$ cat src/rtl/trilevel_pkg.sv
package trilevel_pkg;
    localparam int          FRAME_BITS  = 40;
    localparam logic [7:0]  SYNC_BYTE   = 8'hFA;
    localparam logic [3:0]  TAG_NIBBLE  = 4'hA;
    localparam logic [7:0]  SEL_WIDE_LO = 8'h07;
    localparam logic [7:0]  SEL_WIDE_HI = 8'h06;

    typedef enum logic [2:0] {
        PH_IDLE,
        PH_SETUP,
        PH_DRIVE,
        PH_MID,
        PH_GAP
    } phase_t;

    typedef struct packed {
        logic [7:0]  sync;
        logic [3:0]  dev;
        logic [3:0]  tag;
        logic [7:0]  sel;
        logic [15:0] payload;
    } frame_t;

    function automatic frame_t make_frame(input logic [3:0] dev,
                                          input logic [7:0] sel,
                                          input logic [15:0] payload);
        frame_t f;
        f.sync    = SYNC_BYTE;
        f.dev     = dev;
        f.tag     = TAG_NIBBLE;
        f.sel     = sel;
        f.payload = payload;
        return f;
    endfunction
endpackage

$ cat src/rtl/tl_phase_timer.sv
module tl_phase_timer #(
    parameter int CNT_W = 12
) (
    input  logic             clk,
    input  logic             rst,
    input  logic             load,
    input  logic [CNT_W-1:0] len,
    output logic             expired
);
    logic [CNT_W-1:0] cnt_q;

    always_ff @(posedge clk) begin
        if (rst) begin
            cnt_q <= '0;
        end else if (load) begin
            cnt_q <= (len == '0) ? '0 : len - 1'b1;
        end else if (cnt_q != '0) begin
            cnt_q <= cnt_q - 1'b1;
        end
    end

    assign expired = (cnt_q == '0);


    tmr_count_chk: assert property (@(posedge clk) disable iff (rst)
        (!load && cnt_q != '0) |=> (cnt_q == $past(cnt_q) - 1'b1));
endmodule

$ cat src/rtl/tl_bit_shifter.sv
module tl_bit_shifter #(
    parameter int W = 40
) (
    input  logic         clk,
    input  logic         rst,
    input  logic         load,
    input  logic [W-1:0] load_val,
    input  logic         shift,
    output logic         msb
);
    logic [W-1:0] sh_q;

    always_ff @(posedge clk) begin
        if (rst) begin
            sh_q <= '0;
        end else if (load) begin
            sh_q <= load_val;
        end else if (shift) begin
            sh_q <= {sh_q[W-2:0], 1'b0};
        end
    end

    assign msb = sh_q[W-1];
endmodule

$ cat src/rtl/trilevel_frame_tx.sv
module trilevel_frame_tx
    import trilevel_pkg::*;
#(
    parameter int CNT_W = 12
) (
    input  logic             clk,
    input  logic             rst,
    input  logic             req_valid,
    input  logic             req_wide,
    input  logic [3:0]       dev_addr,
    input  logic [7:0]       reg_addr,
    input  logic [15:0]      data_word,
    input  logic [6:0]       low_bits,
    input  logic [CNT_W-1:0] drive_cycles,
    input  logic [CNT_W-1:0] mid_cycles,
    input  logic [CNT_W-1:0] gap_cycles,
    input  logic             oe_active_high,
    output logic             busy,
    output logic             pin_data,
    output logic             pin_oe
);
    localparam int IDX_W = $clog2(FRAME_BITS);
    localparam logic [IDX_W-1:0] LAST_IDX = IDX_W'(FRAME_BITS - 1);

    phase_t           ph_q;
    logic [IDX_W-1:0] idx_q;
    logic             pend_q;
    frame_t           hold_q;

    logic             accept;
    logic             tmr_exp;
    logic             tmr_load;
    logic [CNT_W-1:0] tmr_len;
    logic             sh_load;
    logic             sh_shift;
    logic             sh_msb;
    logic             drive_en;
    logic             last_bit;
    frame_t           first_frame;

    assign accept   = req_valid && (ph_q == PH_IDLE);
    assign last_bit = (idx_q == LAST_IDX);

    always_comb begin
        if (req_wide)
            first_frame = make_frame(dev_addr, SEL_WIDE_LO, {9'b0, low_bits});
        else
            first_frame = make_frame(dev_addr, reg_addr, data_word);
    end

    always_comb begin
        tmr_load = 1'b0;
        tmr_len  = drive_cycles;
        unique case (ph_q)
            PH_SETUP: begin
                tmr_load = 1'b1;
                tmr_len  = drive_cycles;
            end
            PH_DRIVE: begin
                tmr_load = tmr_exp;
                tmr_len  = mid_cycles;
            end
            PH_MID: begin
                tmr_load = tmr_exp && last_bit;
                tmr_len  = gap_cycles;
            end
            default: begin
                tmr_load = 1'b0;
                tmr_len  = drive_cycles;
            end
        endcase
    end

    assign sh_load  = accept || (ph_q == PH_GAP && tmr_exp && pend_q);
    assign sh_shift = (ph_q == PH_MID) && tmr_exp && !last_bit;

    tl_phase_timer #(.CNT_W(CNT_W)) timer_i (
        .clk     (clk),
        .rst     (rst),
        .load    (tmr_load),
        .len     (tmr_len),
        .expired (tmr_exp)
    );

    tl_bit_shifter #(.W(FRAME_BITS)) shifter_i (
        .clk      (clk),
        .rst      (rst),
        .load     (sh_load),
        .load_val (accept ? first_frame : hold_q),
        .shift    (sh_shift),
        .msb      (sh_msb)
    );

    always_ff @(posedge clk) begin
        if (rst) begin
            ph_q   <= PH_IDLE;
            idx_q  <= '0;
            pend_q <= 1'b0;
            hold_q <= '0;
        end else begin
            unique case (ph_q)
                PH_IDLE: begin
                    if (accept) begin
                        ph_q   <= PH_SETUP;
                        idx_q  <= '0;
                        pend_q <= req_wide;
                        hold_q <= make_frame(dev_addr, SEL_WIDE_HI, data_word);
                    end
                end
                PH_SETUP: ph_q <= PH_DRIVE;
                PH_DRIVE: if (tmr_exp) ph_q <= PH_MID;
                PH_MID: begin
                    if (tmr_exp) begin
                        if (last_bit) begin
                            ph_q <= PH_GAP;
                        end else begin
                            idx_q <= idx_q + 1'b1;
                            ph_q  <= PH_SETUP;
                        end
                    end
                end
                PH_GAP: begin
                    if (tmr_exp) begin
                        if (pend_q) begin
                            pend_q <= 1'b0;
                            idx_q  <= '0;
                            ph_q   <= PH_SETUP;
                        end else begin
                            ph_q <= PH_IDLE;
                        end
                    end
                end
                default: ph_q <= PH_IDLE;
            endcase
        end
    end

    assign busy     = (ph_q != PH_IDLE);
    assign drive_en = (ph_q == PH_DRIVE);
    assign pin_data = (ph_q == PH_SETUP || ph_q == PH_DRIVE || ph_q == PH_MID) ? sh_msb : 1'b0;
    assign pin_oe   = oe_active_high ? drive_en : ~drive_en;


    data_hold_chk: assert property (@(posedge clk) disable iff (rst)
        (drive_en && $past(drive_en)) |-> $stable(pin_data));


    setup_chk: assert property (@(posedge clk) disable iff (rst)
        $rose(drive_en) |-> $stable(pin_data));


    accept_chk: assert property (@(posedge clk) disable iff (rst)
        (req_valid && !busy) |=> busy);


    idx_range_chk: assert property (@(posedge clk) disable iff (rst)
        idx_q <= LAST_IDX);


    pend_clear_chk: assert property (@(posedge clk) disable iff (rst)
        (ph_q == PH_GAP && tmr_exp && pend_q) |=> (ph_q == PH_SETUP && !pend_q));
endmodule

$ cat config.mk
export PLATFORM = sky130hd
export DESIGN_NAME = trilevel_frame_tx
export DESIGN_NICKNAME = d
export VERILOG_FILES = /design/src/rtl/trilevel_pkg.sv /design/src/rtl/tl_phase_timer.sv /design/src/rtl/tl_bit_shifter.sv /design/src/rtl/trilevel_frame_tx.sv
export SDC_FILE = /design/constraint.sdc
export NUM_CORES = 1
export LEC_CHECK = 0
export BUFFER_PORTS_ARGS = -buffer_cell sky130_fd_sc_hd__buf_2
export CORE_UTILIZATION = 60
export CTS_BUF_LIST = sky130_fd_sc_hd__clkbuf_4
export CTS_CLUSTER_SIZE = 12
export DETAILED_ROUTE_END_ITERATION = 6
export PLACE_DENSITY = 0.82
export SLEW_MARGIN = 20
export SYNTH_ARGS = -nofsm -noshare
export SYNTH_HDL_FRONTEND = slang
export SYNTH_SLANG_ARGS = --single-unit
$ cat constraint.sdc
create_clock -name clk -period 6.15 [get_ports clk]
set_input_delay 0 -clock clk [delete_from_list [all_inputs] [get_ports clk]]
set_output_delay 0 -clock clk [all_outputs]
set_load 0.01 [all_outputs]
==> results.md, run 1 <==
* Initial antenna violation count at 0
* Io pins at 79
* Slew Viols, Final at 0
* Period Utilization, post-route at 59.1%
* YS warnings at 0
* CTS resizes at 0
* Worst setup margin at roughly 2.5 ns
* Mapped Area at 4340 um^2
* Pleak at just over 2 nW
* Register-to-Register Path Depth at 9
* Clock Path Buffers at 2
* WL/cell at roughly 15 um
* Drt via density at 5.84
* Startpoint Class: register
* Slowest stage delay, CP at 0.94 ns
* Die ar. at 7580 um^2
* Height of the chip at roughly 87 um
* Synth Flop Type: dfxtp_1
* FMAX at 0.275 GHz
* Starting Density at between 60% and 70%
* TritonRoute pass-1 iters at 7
* VDD IR max at between 0.2 and 0.25 mV
* Status: finished, violations left
* Fraction of layout cells with a size suffix above 1 at 21.5%
* Syn Area/Cell at 8.31 um^2
* Failing checks: DRC
* Post-route minimum period at roughly 3.6 ns
* RSZ-0062 raised after global routing: false
* Hold Vio Cnt, Final at 0
* Core box area at 6910 um^2
* Top cells by area, synth: dfxtp_1 38%, nand2_1 7.5%, nor2_1 6.0%, a21oi_1 5.4%, mux2i_1 4.2%
* Top cell type's share of synthesized area at 38.3%
* Non-Filler Instances at approximately 720
* Worst-margin pin slew at between 1 and 1.5 ns
* Clk_skew at ~0.027 ns
* Post-Synthesis Cells at 522
* # Max-Cap Violations at 0
* Crit. Startpoint: ph_q[1]
* WP data arrival at between 3 and 4 ns
* Vias in the first global route at 3997
* Setup TNS at 0 ns
* CP Max Fanout at 17
* Routed Wire Length at 10900 um
* Yosys cell types at 66
* CP max-delay cell: nor2b_2
* Fill count at between 500 and 600
* Setup Viol. Count Final at 0
* Crit path cell chain: nor2b_2 > mux2i_1 > ha_1 > nand3b_1 > o22ai_1 > nand2_1 > or3_1 > mux2i_1 > a21oi_1
* Root buffer cell: clkbuf_4
* Synth Net Count at 603
* Drt drc at 1
* R2R Path Start: ph_q[1]
* CTS Hold Bufs at 32
* Initial drt markers at approximately 290
* Via count at roughly 4200
* Area post-placement at 4700 um^2
* Placed Instances at 667
* CTS tree: built
* CP endpoint kind: register
* Largest net degree at the start of global routing at 67
* Post-synth EDFFs at 0
* First-pass GRT wire length at 18200 um
* WHS Path Cells at 5
* H-tree levels at 3
* Most frequent cells in the layout: 87 x nand2_1, 83 x dfxtp_1, 78 x buf_2, 69 x nor2_1, 47 x a21oi_1
* Layout net count at 695
* GRT Total Usage at 30.5%
* Row cnt at 30
* Number of port buffers at slightly below 80
* Die W at 87.0 um
* Worst Path Required at 6.48 ns
* Seq cells post-synth at 83
* Clk pin slew, worst setup/hold paths at 0.15 ns
* Final instance area at 5180 um^2
* Power Total at 1.56 mW
* Gpl congestion at around 0.87
* Cell family with the largest share of critical-path delay: simple AND/OR/NAND/NOR gates
* Cell count along the critical path at 9
* PD cells at 301 nW/um^2
* Rel. slew slack at ~30%
* Setup WS pre-CTS at 2.69 ns
* Post-CTS Setup Inserts at 0
* Sink Count at between 80 and 90
* Cell taking the most area after synthesis: dfxtp_1
* Ys async rst share at 0%
* Gr ovfl total at 0
* DP Wirelength at 7020 um
* Sequential element share of the synthesized area at 38.3%
* TritonCTS buffer count at 9
* Critical path class: reg2reg
* CP Buf/Inv Count at 0
* Most common cell after layout, fill and taps aside: nand2_1
* Post-route ant nets at 0
* Worst min-delay path class: in2reg
* Min-delay src: low_bits[5]
* Crit-path most repeated cell: mux2i_1
* Antenna Cells at 0
* Area growth syn-to-layout at 19.3%
* Clk Latency, worst-skew pair at 0.46 ns
## synthesized netlist by cell type (5+ instances only)
library cell and instances:
nand2_1 87, dfxtp_1 83, nor2_1 69, a21oi_1 47, a221oi_1 18, mux2i_1 18, xor2_1 17, o21ai_0 16
buf_2 15, mux2_2 12, nor3_1 12, clkbuf_1 10, nand3_1 9, a211oi_1 6, nor4_1 6, or3_1 6
a31oi_1 5, ha_1 5, o22ai_1 5, xnor2_1 5
## cells by family after synthesis
logic type / share of synthesized area, %
adder cells (fa/ha/maj): 1.44
AO/OA/AOI/OAI: 16.8
flip-flops: 38.3
buffers and inverters: 4.24
multiplexers: 9.08
AND/OR/NAND/NOR: 25.7
XOR/XNOR: 4.44
## registers in the layout, summed over array words and instances (netlist names)
| signal | count |
|---|---|
| hold_q | 21 |
| timer_i.cnt_q | 12 |
| ph_q | 3 |
| pend_q | 1 |
| shifter_i.sh_q | 40 |
| idx_q | 6 |
## cell type report
type                            count  area (um^2)  share of cell area [%]
Clock buffer                        9         67.6                    1.30
Clock inverter                      7         88.8                    1.72
Inverter                            3         11.3                   0.217
Multi-Input combinational cell    404         2500                    48.2
Sequential cell                    83         1660                    32.1
Tap cell                           96          120                    2.32
Timing Repair Buffer              113          733                    14.2
## through the flow
| step | util (%) | hold slack (ns) |
|---|---|---|
| 2_1_floorplan | - | 0.0801 |
| 3_3_place_gp | 68.1 | 0.249 |
| 3_5_place_dp | 68.1 | 0.253 |
| 4_1_cts | 75.0 | 0.00528 |
| 5_1_grt | 75.0 | 0.0182 |
| 6_report | 75.0 | 0.0147 |
## power by group
| part | total (mW) | switching (mW) | internal, mW |
|---|---|---|---|
| clock network | 0.353 | 0.218 | 0.135 |
| registers | 0.685 | 0.0733 | 0.611 |
| logic | 0.520 | 0.293 | 0.227 |
| total | 1.56 | 0.584 | 0.973 |
## path summary, 6_finish.rpt
check / slack, ns / endpoint
max: 2.52 / timer_i.cnt_q[10]
min: 0.01 / shifter_i.sh_q[5]
max reg2reg: 2.52 / timer_i.cnt_q[10]
min reg2reg: 0.47 / shifter_i.sh_q[24]
## worst min-delay path, delay by kind of cell
family / cells / cell delay [ns]
AOI/OAI and AO/OA: 1 / 0.08
buffers and inverters: 1 / 0.09
muxes: 1 / 0.12
and+or+nand+nor: 2 / 0.14
## metal layers
layer / up-vias / part of all wire [%] / GRT usage [%]
met5: - / 0 / 0
met4: 0 / 2.1 / 11.7
met3: 26 / 6.2 / 7.11
met2: 148 / 49 / 51.5
met1: 1959 / 43 / 37.7
li1: 2042 / - / -
No activity file was read; power rests on OpenSTA's default activity.
==> inputs of run 2 (changes only) <==
--- a/config.mk
+++ b/config.mk
@@ -6,11 +6,11 @@
 export NUM_CORES = 1
 export LEC_CHECK = 0
 export BUFFER_PORTS_ARGS = -buffer_cell sky130_fd_sc_hd__buf_2
-export CORE_UTILIZATION = 60
+export CORE_UTILIZATION = 52
 export CTS_BUF_LIST = sky130_fd_sc_hd__clkbuf_4
 export CTS_CLUSTER_SIZE = 12
 export DETAILED_ROUTE_END_ITERATION = 6
-export PLACE_DENSITY = 0.82
+export PLACE_DENSITY = 0.75
 export SLEW_MARGIN = 20
 export SYNTH_ARGS = -nofsm -noshare
 export SYNTH_HDL_FRONTEND = slang
==> constraint.sdc (replaced) <==
create_clock -name clk -period 3.03 [get_ports clk]
set_input_delay 0 -clock clk [delete_from_list [all_inputs] [get_ports clk]]
set_output_delay 0 -clock clk [all_outputs]
set_load 0.01 [all_outputs]
==> results.md, run 2 (same netlist as run 1, synthesis figures left out) <==
* WP data arrival at 2.92 ns (-1.05 ns)
* Number of port buffers at 78 (unchanged)
* Clk pin slew, worst setup/hold paths at 0.13 ns (-0.02 ns)
* Startpoint Class: register
* DP Wirelength at 7540 um (+7.3%)
* Pint at 2.07 mW (+110%)
* Top reg by flops: shifter_i.sh_q
* Most common cell after layout, fill and taps aside: nand2_1
* Post-route minimum period at 2.60 ns (-1.03 ns)
* Pleak at 2.11 nW (+2.3%)
* Fraction of layout cells with a size suffix above 1 at 23.1% (+1.6 points)
* First-pass GRT wire length at 18400 um (+1.5%)
* Worst min-delay path class: in2reg
* Largest net degree at the start of global routing at 44 (-34%)
* Gate power share at 34.1% (+0.7 points)
* Clk Latency, worst-skew pair at 0.43 ns (-0.03 ns)
* H-tree levels at 3 (unchanged)
* Gpl congestion at 0.885 (+2.0%)
* Area growth syn-to-layout at 21.1%
* Max FFs per register at 40 (unchanged)
* RSZ-0062 raised after global routing: false
* Register-to-Register Path Depth at 9 (unchanged)
* Die ar. at 8710 um^2 (+15%)
* VDD IR max at 0.341 mV (+43%)
* Height of the chip at 93.4 um (+7.2%)
* Gr ovfl total at 0 (unchanged)
* Sink Count at 83 (unchanged)
* Worst-margin pin slew at 0.817 ns (-0.236 ns)
* Clock Path Buffers at 2 (unchanged)
* Period Utilization, post-route at 85.8% (+27 points)
* Largest regs: shifter_i.sh_q x40, hold_q x21, timer_i.cnt_q x12
* Setup TNS at 0 ns (unchanged)
* Post-Route Utilization at 66.6% (-8.4 points)
* Drt via density at 5.67 (-2.9%)
* Switching Fraction at 35.4% (-2.1 points)
* Root buffer cell: clkbuf_4
* Sequential Power Share at 42.8% (-1.2 points)
* Die W at 93.4 um (+7.2%)
* Fill count at 650 (+23%)
* WL/cell at 14.9 um (-1.6%)
* Vias in the first global route at 4009 (+0.30%)
* Initial drt markers at 264 (-8.3%)
* Non-Filler Instances at 730 (+2.1%)
* Routed Wire Length at 10900 um (+0.42%)
* CTS resizes at 0 (unchanged)
* CTS tree: built
* Starting Density at 55.0% (-7.8 points)
* Register area at 1660 um^2 (unchanged)
* Layout net count at 704 (+1.3%)
* Worst Hold Slack at 0.0136 ns (-0.00108 ns)
* Setup Viol. Count Final at 0 (unchanged)
* GRT Total Usage at 26.7% (-3.8 points)
* Row cnt at 32 (+6.7%)
* CP endpoint kind: register
* # Max-Cap Violations at 0 (unchanged)
* Antenna Cells at 0 (unchanged)
* Hold Vio Cnt, Final at 0 (unchanged)
* Initial antenna violation count at 0 (unchanged)
* Slew Viols, Final at 0 (unchanged)
* Sw power at 1.13 mW (+94%)
* TritonCTS buffer count at 9 (unchanged)
* Post-route ant nets at 0 (unchanged)
* FMAX at 0.384 GHz (+40%)
* WHS Path Cells at 4 (-1)
* Via count at 4138 (-0.89%)
* Status: complete, no violations
* Critical path class: reg2reg
* Rel. slew slack at 45.5% (+16 points)
* Clock network power share at 23.0% (+0.3 points)
* TritonRoute pass-1 iters at 6 (-1)
* Io pins at 79 (unchanged)
* Most frequent cells in the layout: 87 x nand2_1, 83 x dfxtp_1, 78 x buf_2, 69 x nor2_1, 47 x a21oi_1
* Worst Path Required at 3.35 ns (-3.13 ns)
* Core box area at 7890 um^2 (+14%)
* Clk_skew at 0.0115 ns (-0.0154 ns)
* Multi-input gate area at 2500 um^2 (unchanged)
* Placed Instances at 685 (+2.7%)
* PD cells at 609 nW/um^2 (+100%)
* Drt drc at 0 (-1)
* CP Max Fanout at 15 (-2)
[run 2: cell count changes in the layout (fill, tap and decap cells not counted), sizes merged]
cell	previous run	this run
buf	81	93
inv	8	4
dlygate4sd3	32	29
bufinv	1	2
clkbuf	9	10
clkinv	0	1
clkinvlp	1	2
[run 2: cell type report]
cell class | count | share of cell area [%]
Clock buffer | 10 | 1.43
Clock inverter | 6 | 1.69
Inverter | 3 | 0.214
Multi-Input combinational cell | 404 | 47.5
Sequential cell | 83 | 31.6
Tap cell | 102 | 2.43
Timing Repair Buffer | 122 | 15.1
[run 2: timing repair]
item	4_1_cts	5_1_grt
hold endpoints to repair	38	0
buffers inserted	0	0
hold buffers	29	0
[run 2: critical path, cell delays in order (launching register included)]
cell and delay (ns):
dfxtp_1 0.68, nor2b_2 0.15, mux2i_1 0.33, ha_1 0.26, nand3b_1 0.09, o22ai_1 0.33, nand2_1 0.13, or3_1 0.32
mux2i_1 0.14, a21oi_1 0.08
[run 2: power by group through the flow]
stage | combinational [mW] | sequential, mW | clock, mW
floorplan | 0.821 | 1.36 | 0
global placement | 1.02 | 1.39 | 0
detailed placement | 1.05 | 1.39 | 0
CTS | 1.09 | 1.37 | 0.750
global route | 1.22 | 1.39 | 0.788
finish | 1.09 | 1.37 | 0.737
[run 2: path summary, 6_finish.rpt]
check,startpoint,end,slack [ns]
max,ph_q[2],timer_i.cnt_q[10],0.43
min,drive_cycles[10],timer_i.cnt_q[10],0.01
max reg2reg,ph_q[2],timer_i.cnt_q[10],0.43
min reg2reg,shifter_i.sh_q[2],shifter_i.sh_q[2],0.46
[run 2: per-layer routing]
| layer | global-route usage, % | vias to the layer above | wire, um |
|---|---|---|---|
| li1 | - | 2066 | - |
| met1 | 33.6 | 1915 | 4700 |
| met2 | 45.7 | 137 | 5370 |
| met3 | 3.25 | 20 | 641 |
| met4 | 11.7 | 0 | 194 |
| met5 | 0 | - | 0 |
[run 2: stage by stage]
stage	setup slack, ns	power, mW	cell area [um^2]
floorplan	0.520	2.18	4340
global placement	0.580	2.41	4800
detailed placement	0.438	2.45	4800
CTS	0.423	3.21	5250
global route	0.226	3.40	5250
finish	0.429	3.20	5250
==> inputs of run 3 (changes only) <==
==> constraint.sdc (replaced) <==
create_clock -name clk -period 2.11 [get_ports clk]
set_input_delay 0 -clock clk [delete_from_list [all_inputs] [get_ports clk]]
set_output_delay 0 -clock clk [all_outputs]
set_load 0.01 [all_outputs]
==> results.md, run 3 (same netlist as run 1, synthesis figures left out) <==
* Most common cell after layout, fill and taps aside: nand2_1
* Slew Viols, Final at 0 (unchanged)
* Io pins at 79 (unchanged)
* H-tree levels at 3 (unchanged)
* First-pass GRT wire length at 18700 um (+1.2%)
* Top reg by flops: shifter_i.sh_q
* Max FFs per register at 40 (unchanged)
* Gpl congestion at 0.983 (+11%)
* Setup Viol. Count Final at 1 (+1)
* Worst Hold Slack at 0.0175 ns (+0.00393 ns)
* Area growth syn-to-layout at 32.6%
* Multi-input gate area at 2670 um^2 (+6.8%)
* Initial drt markers at 254 (-3.8%)
* Sink Count at 83 (unchanged)
* Worst-margin pin slew at 0.668 ns (-0.149 ns)
* Pleak at 2.35 nW (+11%)
* Register-to-Register Path Depth at 8 (-1)
* Initial antenna violation count at 0 (unchanged)
* CTS tree: built
* Worst min-delay path class: in2reg
* Crit. Startpoint: ph_q[0]
* Post-route ant nets at 0 (unchanged)
* Clock Path Buffers at 2 (unchanged)
* TritonCTS buffer count at 9 (unchanged)
* Routed Wire Length at 11600 um (+6.8%)
* Worst setup margin at -0.0422 ns (-0.471 ns)
* Power Total at 4.77 mW (+49%)
* WP data arrival at 2.51 ns (-0.41 ns)
* Clk Latency, worst-skew pair at 0.42 ns (about the same)
* Rel. slew slack at 55.5% (+10 points)
* GRT Total Usage at 27.0% (+0.33 points)
* DP Wirelength at 7780 um (+3.2%)
* Critical path class: reg2reg
* Most frequent cells in the layout: 87 x nand2_1, 80 x dfxtp_1, 78 x buf_2, 69 x nor2_1, 47 x a21oi_1
* Drt via density at 5.69 (+0.31%)
* Non-Filler Instances at 764 (+4.7%)
* Register area at 1670 um^2 (+0.38%)
* Fraction of layout cells with a size suffix above 1 at 30.7% (+7.6 points)
* Die W at 93.4 um (unchanged)
* Post-route minimum period at 2.15 ns (-0.449 ns)
* Vias in the first global route at 4161 (+3.8%)
* RSZ-0062 raised after global routing: true
* FMAX at 0.465 GHz (+21%)
* Flop2flop setup slack at -0.04 ns (-0.47 ns)
* Via count at 4344 (+5.0%)
* Die ar. at 8710 um^2 (unchanged)
* Root buffer cell: clkbuf_4
* Critical Path Sink: timer_i.cnt_q[10]
* Setup WS pre-CTS at -0.0700 ns (-0.507 ns)
* Clk_skew at 0.0179 ns (+0.00639 ns)
* TritonRoute pass-1 iters at 4 (-2)
* Period Utilization, post-route at 102% (+16 points)
* # Max-Cap Violations at 0 (unchanged)
* Antenna Cells at 0 (unchanged)
* PD cells at 828 nW/um^2 (+36%)
* Number of port buffers at 78 (unchanged)
* Core box area at 7890 um^2 (unchanged)
* Worst Path Required at 2.47 ns (-0.88 ns)
* WL/cell at 15.2 um (+2.1%)
* Height of the chip at 93.4 um (unchanged)
* Setup TNS at -0.0422 ns (-0.0422 ns)
* Gr ovfl total at 0 (unchanged)
* CP Max Fanout at 5 (-10)
* Hold Vio Cnt, Final at 0 (unchanged)
* R2R Path Start: ph_q[0]
* VDD IR max at 0.529 mV (+55%)
* CP endpoint kind: register
* Clk pin slew, worst setup/hold paths at 0.14 ns (about the same)
* Drt drc at 0 (unchanged)
* Starting Density at 55.0% (unchanged)
* Layout net count at 738 (+4.8%)
* Largest net degree at the start of global routing at 36 (-18%)
* RR Endpoint: timer_i.cnt_q[10]
* Failing checks: setup timing
* Row cnt at 32 (unchanged)
* Status: finished, violations left
* Largest regs: shifter_i.sh_q x40, hold_q x21, timer_i.cnt_q x12
* Fill count at 595 (-8.5%)
* Placed Instances at 708 (+3.4%)
* Startpoint Class: register
[run 3: cell count changes in the layout (fill, tap and decap cells not counted), sizes merged]
cell,delta
clkinv,+2
clkbuf,+1
dlygate4sd3,-1
buf,+33
inv,+2
clkinvlp,-1
bufinv,-2
[run 3: critical path, cell delays in order (launching register included)]
cell and delay [ns]:
dfxtp_4 0.42, buf_12 0.12, mux2_2 0.33, mux2i_2 0.20, nand4_2 0.19, buf_4 0.20
nor4b_1 0.34, mux2i_1 0.14, a21oi_1 0.15
[run 3: metal layers]
metal / share of wire (%) / vias up / global-route usage [%]
li1: - / 2128 / -
met1: 41 / 2055 / 31.6
met2: 50 / 130 / 47.9
met3: 5.0 / 31 / 4.72
met4: 3.6 / 0 / 12.6
met5: 0 / - / 0
[run 3: metrics by stage]
stage,area [um^2],util [%]
6_report,5750,73.0
5_1_grt,5750,73.0
4_1_cts,5510,69.8
3_5_place_dp,5080,64.4
3_3_place_gp,5080,64.4
2_1_floorplan,4380,-
[run 3: final cells by class]
type                            instances  share of cell area, %
Sequential cell                        83                   29.0
Clock buffer                            9                   1.17
Timing Repair Buffer                  156                   20.2
Tap cell                              102                   2.22
Clock inverter                          7                  0.891
Multi-Input combinational cell        404                   46.3
Inverter                                3                  0.196
[run 3: how the worst min path moves through the flow]
stage / from / end / slack, ns / cells past startpoint
CTS: low_bits[2] / shifter_i.sh_q[2] / 0.004 / 5
global placement: data_word[1] / hold_q[1] / 0.25 / 3
finish: low_bits[4] / shifter_i.sh_q[4] / 0.02 / 5
floorplan: oe_active_high / pin_oe / 0.08 / 1
detailed placement: reg_addr[7] / shifter_i.sh_q[23] / 0.26 / 3
global route: low_bits[4] / shifter_i.sh_q[4] / 0.04 / 5
[run 3: what timing repair did]
| action | 4_1_cts | 5_1_grt |
|---|---|---|
| hold buffers | 28 | 0 |
| gates resized for setup | 6 | 24 |
| hold endpoints to repair | 34 | 0 |
| gates cloned | 0 | 2 |
| buffers inserted | 0 | 10 |
| endpoints found under the setup margin | 12 | 29 |
| pin swaps | 0 | 7 |
[run 3: report_power, final]
part	internal [mW]	switching (mW)
logic	0.956	0.992
clock network	0.251	0.578
registers	1.78	0.207
